==> src/rtl/fgwdt.sv <==
module fgwdt #(
  parameter int TIMEOUT = 32
) (
  input  logic       clk,
  input  logic       rst_por_n,
  input  logic       bus_rst,
  input  logic       tick,
  input  logic       sof,
  input  logic       cpu_idle,
  input  logic       irq,
  input  logic       acc,
  input  logic       wr,
  input  logic [1:0] wdata,
  output logic       rst_req,
  output logic [3:0] status
);
  localparam int CW = (TIMEOUT > 2) ? $clog2(TIMEOUT) : 1;
  localparam logic [CW-1:0] LAST = CW'(TIMEOUT - 1);

  logic [CW-1:0] cnt;
  logic armed, seen, hold, idle_q, wd_flag;
  logic run, fire;

  assign run  = armed & seen & ~hold;
  assign fire = tick & run & ~acc & ~bus_rst & (cnt == LAST);
  assign status = {hold, seen, wd_flag, armed};

  always_ff @(posedge clk or negedge rst_por_n) begin
    if (!rst_por_n) begin
      cnt     <= '0;
      armed   <= 1'b0;
      seen    <= 1'b0;
      hold    <= 1'b0;
      idle_q  <= 1'b0;
      wd_flag <= 1'b0;
      rst_req <= 1'b0;
    end else begin
      idle_q  <= cpu_idle;
      rst_req <= fire;

      if (irq)
        hold <= 1'b0;
      else if (cpu_idle && !idle_q)
        hold <= 1'b1;

      if (bus_rst) begin
        armed <= 1'b0;
        seen  <= 1'b0;
      end else begin
        if (acc && wr && wdata[0]) armed <= 1'b1;
        if (sof) seen <= 1'b1;
      end

      if (fire)
        wd_flag <= 1'b1;
      else if (acc && wr && wdata[1])
        wd_flag <= 1'b0;

      if (bus_rst || acc || fire)
        cnt <= '0;
      else if (tick && run)
        cnt <= cnt + 1'b1;
    end
  end
endmodule

==> config.mk <==
export PLATFORM = sky130hd
export DESIGN_NAME = fgwdt
export DESIGN_NICKNAME = d
export VERILOG_FILES = /design/src/rtl/fgwdt.sv
export SDC_FILE = /design/constraint.sdc
export NUM_CORES = 1
export LEC_CHECK = 0
export ABC_AREA = 1
export ABC_CLOCK_PERIOD_IN_PS = 3800
export BUFFER_PORTS_ARGS = -buffer_cell sky130_fd_sc_hd__buf_2
export CORE_UTILIZATION = 35
export DETAILED_ROUTE_END_ITERATION = 12
export PLACE_DENSITY = 0.6
export SLEW_MARGIN = 5
export SYNTH_ARGS = -nofsm -noshare
export SYNTH_HDL_FRONTEND = slang
export SYNTH_SLANG_ARGS = --single-unit
==> constraint.sdc <==
create_clock -name clk -period 3.8 [get_ports clk]
set_input_delay 0.38 -clock clk [delete_from_list [all_inputs] [get_ports clk]]
set_output_delay 0.38 -clock clk [all_outputs]
set_load 0.01 [all_outputs]
---- After elaboration in Yosys (flattened, before gate mapping) ----
Index checks and enable logic that the tools add are counted.
cells by class
  multiplexer cells ....................... 10
  equality and inequality tests ........... 1
  bitwise logic cells ..................... 9
  reductions and logical operators ........ 13
  add/sub/neg operators ................... 1
operator list
  kind                                          number
  two-way mux 5 bit                             2
  nonzero test 2 bit                            5
  two-way mux 1 bit                             8
  AND 1 bit                                     6
  adder 5 x 1 -> 5 bit (second input constant)  1
  equality test 5 bit (second input constant)   1
  logical AND 1 bit                             5
  NOT 1 bit                                     3
  logical OR 1 bit                              2
  logical NOT 1 bit                             1
storage, ports and cells
  word-level logic and storage cells ...... 41
  flip-flop bits (word level) ............. 11
  output and inout bits ................... 5

---- Logic depth before layout (Yosys ltp) ----
  depth after elaboration ................. 8
  depth in mapped cells ................... 7
  gate-level depth less buffers ........... 7

---- Worst setup path after synthesis ----
Ideal clock, no wire load.
  kind .................................... reg-to-reg
  start ................................... reg cnt[0]
  end ..................................... reg cnt[0]
  data arrival time ....................... 1208 ps
  required time ........................... 3726 ps
  path slack .............................. 2518 ps
  stages on the path, launching flop included .. 8
  clock period less this slack ............ 1282 ps
  path buffers ............................ 0
  path through ............................ dfrtp_1 > ha_1 > nand2_1 > nor2_1 > ha_1 > inv_1 > nand3_4 > o21ai_2
on the way
  word-level cells in the longest chain between the ends .. 4
  elaborated cells on any way between the ends .. 7
  those cells by class .................... 1 x add/sub; 1 x eq/ne; 2 x mux; 1 x bitwise; 2 x reduce/logical
ends and longest elaborated chain
  element                                                       RTL line  source
  from (decl)                                                   20        logic [CW-1:0] cnt;
  from (signal assigned)                                        62        cnt <= cnt + 1'b1;
  branches (longest 4 deep; another with adder 5 x 1 -> 5 bit)  n/a
Several ways; the timed one is not identified. The select of a mux whose other input is x is not followed.
A chain may end at the register's enable or synchronous reset.

---- Final worst setup path ----
Ends and elaborated chain as after synthesis.

==> reports/metrics.cfg <==
[placement]
place_congestion=0.839
portBuffers=15
dp_hpwl_um=710
place_inst=86

[layout]
fin_cells=91
fin_nets=89
fin_util_pct=44.6
antennaDiodeCount=0
drive_gt1_share_pct=37.3
area_growth_pct=17.3

[grt]
use_met2_pct=17.3
grt-busiest-layer=met2
grt_max_degree=12
grt-ovfl-total=0
antenna_found_initial=0
grt_pass1_wl_um=1550
grt_pass1_vias=383
met1_usage_pct=14.4
track_usage_pct=12.0
met3_usage_pct=7.66

[cts]
ctsResizeCount=0
cts_tree=built
clk_pin_slew_ns=0.07
ctsHoldBuffers=1
insertion_delay_ns=0.27
clock_path_buffers=2
cts_setup_buffers=0
cts_max_level=1
root_buffer=clkbuf_4
numClockSinks=11
cts_buffers=3

[synth]
syn_area_per_cell_um2=9.92
yosysWarnings=0
synthCells=59
yosysUniqueCellTypes=17
synth_area_um2=586
synth_fp_nets=72
ys_seq_area_share_pct=47.0
ys_ff_latch=11

[sta]
tns_ns=0
grt_setup_unrepaired=false
slew_headroom_pct=83.8
fin_skew_ns=0.00115
min_period_ns=1.38
max_freq_mhz=727
final_max_slew_viol_count=0
whs_ns=0.228
min_period_over_period_pct=36.2
setup_viol=0
tightestPinTransition_ns=0.243
finalHoldViolations=0

[critical_path]
cp.required_ns=4.00
slowest_delay_ns=0.43
crit_top_cell=ha_1
critPathSlowestCell=dfrtp_1
critPathCaptureType=flop
cp-start-kind=flop
crit_chain=ha_1 > nand2_1 > nor2_1 > ha_1 > inv_1 > nand3_4 > o21ai_2
path_class=flop to flop
cp_max_fo=5
cp.arrival_ns=1.58

[floorplanning]
io_pins=16
die_width_um=42.9
core_area_um2=1540
die_h_um=42.9
rows=14
initial_utilization_pct=38.0
dieArea_um2=1840

[power]
p_total_uw=223
p_per_area_nw_per_um2=324
ir_worst_vdd_uv=222
p_leak_nw=0.364

[route]
first_pass_iters=2
drc=0
post_drt_wl_per_cell_um=9.96
via_per_inst=4.64
vias=422
dr.first_iter.drc_count=4
totalWireLength_um=906
drt.antenna.violating_nets=0

[worst_hold_path]
worst_hold_path_type=input pin to flop

[run_status]
status=finished clean

[job]
maxCapViolations=0

-- placed cells by master, fill, tap and decap left out --
| cell type | Yosys | routed |
|---|---|---|
| nand3_4 | 1 | 1 |
| nand2_1 | 5 | 5 |
| nand2_2 | 2 | 2 |
| buf_2 | 0 | 15 |
| clkbuf_4 | 0 | 3 |
| ha_1 | 2 | 2 |
| a21oi_1 | 2 | 2 |
| inv_1 | 9 | 9 |
| dfrtp_1 | 11 | 11 |
| o21ai_1 | 1 | 1 |
| nand4_1 | 2 | 2 |
| clkbuf_1 | 0 | 1 |
| and3_1 | 1 | 1 |
| o21ai_2 | 4 | 4 |
| nand3_1 | 8 | 8 |
| dlygate4sd3_1 | 0 | 1 |
| nor2_1 | 3 | 3 |
| xnor2_1 | 1 | 1 |
| nor2_8 | 2 | 2 |
| inv_2 | 1 | 1 |
-- layer usage --
layer  wire [um]  up-vias
li1            -      218
met4           0        0
met2         402       10
met5           0        -
met1         446      194
met3          58        0
-- path summary, 6_finish.rpt --
kind | from | to | slack [ns] | depth (start not counted)
hold reg to reg | idle_q$_DFF_PN0_ | hold$_DFFE_PN0P_ | 0.48 | 3
min in group asynchronous | rst_por_n | hold$_DFFE_PN0P_ | 0.50 | 2
hold / removal | cpu_idle | idle_q$_DFF_PN0_ | 0.23 | 1
setup / recovery | cnt[0]$_DFFE_PN0P_ | cnt[0]$_DFFE_PN0P_ | 2.42 | 7
max in group asynchronous | rst_por_n | cnt[2]$_DFFE_PN0P_ | 3.10 | 2
setup reg to reg | cnt[0]$_DFFE_PN0P_ | cnt[0]$_DFFE_PN0P_ | 2.42 | 7
-- registers in the layout (all words and copies together), names as in the netlist --
name,cells
rst_req,1
seen,1
armed,1
hold,1
cnt,5
wd_flag,1
idle_q,1
-- through the flow --
| stage | instance area [um2] | setup WS (ns) |
|---|---|---|
| finish | 687 | 2.42 |
| global route | 687 | 2.33 |
| CTS | 687 | 2.41 |
| detailed placement | 651 | 2.43 |
| global placement | 651 | 2.46 |
| floorplan | 586 | 2.52 |
-- cell usage after synthesis, drive strengths merged --
cell type / instances / area share, %
nand3: 9 / 9.8
buf: 4 / 5.1
dfrtp: 11 / 47
o21ai: 5 / 6.8
nand2: 7 / 5.3
xnor2: 1 / 1.5
nand4: 2 / 2.1
nor2: 5 / 8.8
inv: 10 / 6.4
ha: 2 / 4.3
and3: 1 / 1.1
a21oi: 2 / 1.7
-- power by group --
part           internal, mW  switching (mW)
Combinational       0.00876          0.0123
Clock                0.0407          0.0397
Sequential            0.120         0.00159
Total                 0.169          0.0536
-- area by class of cell --
cell class | instances | area, um2
inverter | 10 | 37.5
clock buffer | 4 | 26.3
multi-input combinational | 34 | 243
timing repair buffer | 16 | 85.1
tap | 16 | 20.0
fill | 167 | 855
sequential | 11 | 275
-- cells by family after synthesis --
group / count (synthesis) / share of synthesized area [%]
flip-flops: 11 / 47.0
AND/OR/NAND/NOR: 24 / 27.1
adder cells (fa/ha/maj): 2 / 4.27
buffers and inverters: 14 / 11.5
AO/OA/AOI/OAI: 7 / 8.55
XOR/XNOR: 1 / 1.50
-- critical path, delay by kind of cell, from the launching register on --
kind                       cells  cell delay [ns]
DFF                            1             0.43
adders and majority gates      2             0.42
and+or+nand+nor                3             0.22
AOI/OAI and AO/OA              1             0.12
buffers and inverters          1             0.10
(Power assumes the default switching activity.)
